File: config.mk
export PLATFORM = sky130hd
export DESIGN_NAME = tmr_bank
export DESIGN_NICKNAME = d
export VERILOG_FILES = /design/src/rtl/tmr_bank.sv
export SDC_FILE = /design/constraint.sdc
export NUM_CORES = 1
export LEC_CHECK = 0
export BUFFER_PORTS_ARGS = -buffer_cell sky130_fd_sc_hd__buf_2
export CAP_MARGIN = 0
export CORE_UTILIZATION = 39
export CTS_BUF_LIST = sky130_fd_sc_hd__clkbuf_2
export DETAILED_ROUTE_END_ITERATION = 10
export PLACE_DENSITY = 0.65
export SETUP_SLACK_MARGIN = 0.4
export SLEW_MARGIN = 30
export SYNTH_ARGS = -nofsm -noshare
export SYNTH_HDL_FRONTEND = slang
export SYNTH_SLANG_ARGS = --single-unit
File: constraint.sdc
create_clock -name clk -period 4.1 [get_ports clk]
set_clock_uncertainty 0.1 [all_clocks]
set_input_delay 0.205 -clock clk [delete_from_list [all_inputs] [get_ports clk]]
set_output_delay 0.205 -clock clk [all_outputs]
set_load 0.02 [all_outputs]
File: src/rtl/tmr_bank.sv
module tmr_bank #(
  parameter int NT = 4,
  parameter int CW = 16,
  parameter int AW = 3,
  parameter int PW = 10
) (
  input  logic          clk,
  input  logic          rst_n,
  input  logic [AW-1:0] bus_addr,
  input  logic          bus_we,
  input  logic [CW-1:0] bus_wdata,
  output logic [CW-1:0] bus_rdata,
  output logic [NT-1:0] irq_pulse
);
  localparam int IW = AW - 1;
  localparam int MW = 5;

  logic [CW-1:0] cnt_q [NT];
  logic [CW-1:0] rld_q [NT];
  logic [MW-1:0] ctl_q [NT];
  logic [PW-1:0] pre_q [NT];

  logic [NT-1:0] ovf, ld, run_v, ien_v, chn_v;

  wire [IW-1:0] sel_t  = bus_addr[AW-1:1];
  wire          is_ctl = bus_addr[0];

  for (genvar i = 0; i < NT; i++) begin : g_tmr
    wire hit_me = (sel_t == IW'(i));
    wire wr_d   = bus_we && hit_me && !is_ctl;
    wire wr_c   = bus_we && hit_me && is_ctl;
    wire run    = ctl_q[i][4];
    logic [PW-1:0] lim;
    logic tick_l, ovf_l, chn_l;

    always_comb begin
      case (ctl_q[i][1:0])
        2'd0:    lim = PW'(0);
        2'd1:    lim = PW'(63);
        2'd2:    lim = PW'(255);
        default: lim = PW'(1023);
      endcase
    end

    wire pre_hit = (pre_q[i] == lim);

    if (i == 0) begin : g_head
      assign chn_l  = 1'b0;
      assign tick_l = run && pre_hit;
    end else begin : g_link
      assign chn_l  = ctl_q[i][2];
      assign tick_l = run && (chn_l ? g_tmr[i-1].ovf_l : pre_hit);
    end

    assign ovf_l    = tick_l && (cnt_q[i] == '1);
    assign ovf[i]   = ovf_l;
    assign ld[i]    = wr_c && bus_wdata[4] && !run;
    assign run_v[i] = run;
    assign ien_v[i] = ctl_q[i][3];
    assign chn_v[i] = chn_l;

    always_ff @(posedge clk) begin
      if (!rst_n) begin
        cnt_q[i] <= '0;
        rld_q[i] <= '0;
        ctl_q[i] <= '0;
        pre_q[i] <= '0;
      end else begin
        if (wr_d) rld_q[i] <= bus_wdata;
        if (wr_c) ctl_q[i] <= bus_wdata[MW-1:0];
        if (ld[i]) begin
          cnt_q[i] <= rld_q[i];
          pre_q[i] <= '0;
        end else begin
          if (tick_l) cnt_q[i] <= ovf_l ? rld_q[i] : cnt_q[i] + 1'b1;
          if (run && !chn_l) pre_q[i] <= pre_hit ? '0 : pre_q[i] + 1'b1;
        end
      end
    end
  end

  always_ff @(posedge clk) begin
    if (!rst_n) irq_pulse <= '0;
    else        irq_pulse <= ovf & ien_v;
  end

  assign bus_rdata = is_ctl ? CW'(ctl_q[sel_t]) : cnt_q[sel_t];

endmodule

* Word-level counts from Yosys, hierarchy flattened *
Memories as Yosys holds them, arrays and structs flattened.
Cells that the tools add are included.

storage, ports and cells
  memories = 4
  output and inout bits = 20
  bits in writable memories = 188
  bits in registers = 4

memories
  memory  depth  width  rd ports  clocked after memory_dff  write ports  line  RTL
  cnt_q   4      16     5         0                         4            18    logic [CW-1:0] cnt_q [NT];
  rld_q   4      16     4         0                         4            19    logic [CW-1:0] rld_q [NT];
  pre_q   4      10     4         0                         4            21    logic [PW-1:0] pre_q [NT];
  ctl_q   4      5      5         0                         4            20    logic [MW-1:0] ctl_q [NT];

operators by class
  eq/ne operators = 19
  reductions and logical operators = 44
  $add $sub $neg = 8
  mux-type cells = 109
  bitwise logic cells = 25

operator list
  cell                                                              count
  16-bit two-way mux                                                17
  10-bit two-way mux                                                12
  10-bit case mux with 3 select lines                               4
  1-bit two-way mux                                                 72
  16-bit by 1-bit adder with 16-bit output (second input constant)  4
  16-bit == test (second input constant)                            4
  10-bit by 1-bit adder with 10-bit output (second input constant)  4
  10-bit == test                                                    4
  1-bit logical AND                                                 31
  1-bit bitwise OR                                                  24
  5-bit two-way mux                                                 4
  2-bit == test (second input constant)                             6
  2-bit by 1-bit == test with 1-bit output (second input constant)  5
  2-bit logical NOT                                                 5
  1-bit logical NOT                                                 8
  4-bit bitwise AND                                                 1

* Depth between registers and ports, before layout *
An unclocked memory read counts as a cell.

  word-level depth = 19
  depth in mapped cells = 10
  mapped depth without buffers = 8

* Worst setup path before layout *
Ideal clock, no wire load.

  kind = register to register
  from = memory cnt_q[1][0]
  to = memory cnt_q[3][0] (enable)
  path buffers = 1
  library setup time = 0.411 ns
  slack = 0.297 ns
  period minus slack after synthesis = 3.803 ns
  arrival = 3.292 ns
  stages on the path, launching flop included = 9
  path through = edfxtp_1 -> ha_1 -> nand2_1 -> or4_1 -> buf_6 -> or4_4 -> nor3_4 -> nor3_1 -> o21ai_0

RTL lines
  what                line
  start: declaration  18

==> flow_metrics.tcl <==
set metrics [dict create \
    outcome "complete, no violations" \
    congestion_overflow_gr 0 \
    final_net_count 999 \
    setup.worst_path.start "cnt_q[0][0]" \
    cts_buffer_count 17 \
    pre_cts_slack_ns 0.7325 \
    max-vdd-ir-drop_mv 0.1604 \
    first_pass_detailed_route_iteration_total 5 \
    yosys.area_share.adder_pct 0.9545 \
    setup.reg_to_reg.worst_slack_ns 0.67 \
    number_of_max_slew_violations_in_the_final_report 0 \
    start_util_pct 40.01 \
    r2r_start "cnt_q[0][0]" \
    grt_util_all_layers_pct 19.01 \
    synthMuxAreaShare_pct 6.324 \
    ff2ff_path_depth 8 \
    i_o_pin_count 42 \
    detail_route.wirelength_um 25290 \
    period_needed_ns 3.429 \
    syn2layout_area_growth_pct 10.08 \
    holdPathEnd "ctl_q[3][2]" \
    cellLeakagePower_uw 0.004057 \
    number_of_library_cell_types_mapped_by_synthesis 62 \
    worstSetupEndpointType "register" \
    layout.cells.most_common "sky130_fd_sc_hd__edfxtp_1" \
    ys_dominant_reg_cell "sky130_fd_sc_hd__edfxtp_1" \
    min_path_type "in -> reg" \
    cts_root_buf "sky130_fd_sc_hd__clkbuf_2" \
    path_max_fanout 16 \
    synth_cells 903 \
    synth_async_reset_ratio_pct 0 \
    detail_route.iter0.violations 680 \
    chipWidth_um 166.0 \
    grt_first_pass_wirelength_um 40080 \
    synth_top_family_by_area "simple AND/OR/NAND/NOR gates" \
    power-per-cell-area_nw_per_um2 319.0 \
    n_fill_cell 2415 \
    max_cap_violations 0 \
    ant_nets 0 \
    number_of_global_route_vias_before_repair 7026 \
    placementRows 59 \
    ctsHtreeMaxLevel 4 \
    tightestPinTransition_ns 0.9220 \
    clk_transition_reported_paths_ns 0.28 \
    postSynthAreaPerCell_um2 11.61 \
    max_slew_margin_pct 38.36 \
    post-route-worst-setup-slack_ns 0.6712 \
    rsz0062_at_grt "no" \
    post_route_cells_drive_above_1_share_pct 14.66 \
    synth-xor-area-share_pct 7.350 \
    grt_antenna_before_repair 2 \
    max_buffers_root_to_sink 2 \
    drc_errors 0 \
    crit_path_start_kind "register" \
    cts.sink_count 192 \
    cp.arrival_ns 3.82 \
    routed-via-count 7277 \
    synth_compound_gate_area_share_pct 7.493 \
    finalHoldViolations 0 \
    worst_skew_pair.late_latency_ns 0.78 \
    net_count_after_synthesis 933 \
    final.period_utilization_pct 83.63 \
    routabilityCongestion 0.8935 \
    detailedPlacementHpwl_um 18600 \
    wl_per_cell_um 19.19 \
    crit_type "reg -> reg" \
    dieHeight_um 166.0 \
    required_ns 4.49 \
    most-common-layout-cells "188 x sky130_fd_sc_hd__edfxtp_1, 117 x sky130_fd_sc_hd__nor2_1, 87 x sky130_fd_sc_hd__and2_1, 54 x sky130_fd_sc_hd__nand2_1, 54 x sky130_fd_sc_hd__xor2_1" \
    core-area_um2 26210 \
    port_buffers 41 \
    grt_start_max_net_pins 30 \
    synth_area_um2 10490 \
    cts_tree "done" \
    count_of_flip_flops_with_a_built_in_enable_after_synthesis 188 \
    ys_seq_elements 192 \
    fmax_mhz 291.7 \
    final_setup_tns_ns 0 \
    synth_simple_gate_area_share_pct 21.12 \
    synth-seq-area-share_pct 54.60 \
    crit-reg2reg-capture "cnt_q[2][4]" \
    floorplan.die_area_um2 27550 \
    post_cts.resized_instances 0 \
    worst_hold_path.num_cells 3 \
    hold_start "bus_addr[0]" \
    ys.warnings.count 0 \
    route.detailed.vias_per_inst 5.521 \
    finalSetupViolCount 0 \
]
stage by stage:
stage               power (uW)  std cells  cell area (um^2)  hold WS, ns  utilization, %
detailed placement        2756       1266             11110       0.4169           42.38
finish                    3682       1318             11540       0.1246           44.05
floorplan                 2614        903             10490       0.3032               -
CTS                       3709       1316             11530      0.05783           43.99
global route              3836       1318             11540       0.1284           44.05
global placement          2751       1266             11110       0.4077           42.38
worst max-delay path by stage:
| stage | end | slack [ns] | depth (start not counted) |
|---|---|---|---|
| global route | cnt_q[2][4] | 0.54 | 8 |
| global placement | cnt_q[2][13] | 0.83 | 8 |
| detailed placement | cnt_q[2][13] | 0.73 | 8 |
| floorplan | cnt_q[3][0] | 0.73 | 8 |
| finish | cnt_q[2][4] | 0.67 | 8 |
| CTS | cnt_q[2][4] | 0.70 | 8 |
Yosys cell counts, types with 4 or more instances:
master	instances	area, um^2
sky130_fd_sc_hd__nand4_1	16	100.1
sky130_fd_sc_hd__mux2i_1	13	130.1
sky130_fd_sc_hd__nand2b_1	9	56.30
sky130_fd_sc_hd__nor2_1	119	446.7
sky130_fd_sc_hd__edfxtp_1	188	5645
sky130_fd_sc_hd__o2bb2ai_1	14	122.6
sky130_fd_sc_hd__o211ai_1	11	82.58
sky130_fd_sc_hd__ha_1	8	100.1
sky130_fd_sc_hd__dfxtp_1	4	80.08
sky130_fd_sc_hd__nand2_1	54	202.7
sky130_fd_sc_hd__nor2b_1	17	106.4
sky130_fd_sc_hd__nor4_1	6	37.54
sky130_fd_sc_hd__or4_1	6	45.04
sky130_fd_sc_hd__nand3_1	48	240.2
sky130_fd_sc_hd__and2_1	87	544.3
sky130_fd_sc_hd__and3_1	17	106.4
sky130_fd_sc_hd__o22ai_1	4	25.02
sky130_fd_sc_hd__a21oi_1	7	35.03
sky130_fd_sc_hd__inv_1	20	75.07
sky130_fd_sc_hd__xnor2_1	34	297.8
sky130_fd_sc_hd__mux2_2	5	56.30
sky130_fd_sc_hd__o21ai_0	18	90.09
sky130_fd_sc_hd__a211oi_1	21	157.7
sky130_fd_sc_hd__or2_2	6	37.54
sky130_fd_sc_hd__clkbuf_1	25	93.84
sky130_fd_sc_hd__or3_1	8	50.05
sky130_fd_sc_hd__mux4_2	20	450.4
sky130_fd_sc_hd__nor3_1	15	75.07
sky130_fd_sc_hd__and4_1	5	43.79
sky130_fd_sc_hd__xor2_1	54	473.0
registers in the layout (all words and copies together), names as in the netlist:
name,count
cnt_q,64
ctl_q,20
irq_pulse,4
pre_q,40
rld_q,64
routing by layer:
layer	vias up	wire [um]	GRT usage, %
li1	3449	-	-
met1	3542	11180	25.87
met2	252	11900	30.31
met3	34	1605	3.289
met4	0	597	7.314
met5	-	0	0
layout make-up:
cell class	instances	area [um^2]	share of cell area, %
repair buffers	79	535.5	4.639
clock buffers	19	95.09	0.8238
inverters	20	75.07	0.6503
clock inverters	13	146.4	1.268
flip-flops and latches	192	5725	49.60
diodes	1	2.502	0.02168
multi-input cells	659	4544	39.37
well taps	335	419.2	3.631
worst max-delay path, cell delays in order, from the launching register on:
cell and delay (ns):
sky130_fd_sc_hd__edfxtp_1 0.46, sky130_fd_sc_hd__ha_1 0.25, sky130_fd_sc_hd__nand3_1 0.14, sky130_fd_sc_hd__nor4bb_1 0.48
sky130_fd_sc_hd__nand3_1 0.29, sky130_fd_sc_hd__o21a_1 0.36, sky130_fd_sc_hd__o41ai_4 0.66, sky130_fd_sc_hd__or3_1 0.19
sky130_fd_sc_hd__buf_4 0.22
what timing repair did:
action / 4_1_cts / 5_1_grt
buffers inserted: 0 / 0
hold buffers: 18 / 0
endpoints found under the hold margin: 117 / 0
power by group:
group          internal [uW]  switching [uW]
Combinational            144             202
Sequential              2270             109
Clock                    252             704
Total                   2670            1010
logic make-up after synthesis:
family | count (synthesis)
compound gates | 97
flops | 192
fa+ha+maj | 8
xor+xnor | 88
simple gates | 427
buf+inv | 52
mux | 39
No activity file was read; power rests on OpenSTA's default activity.
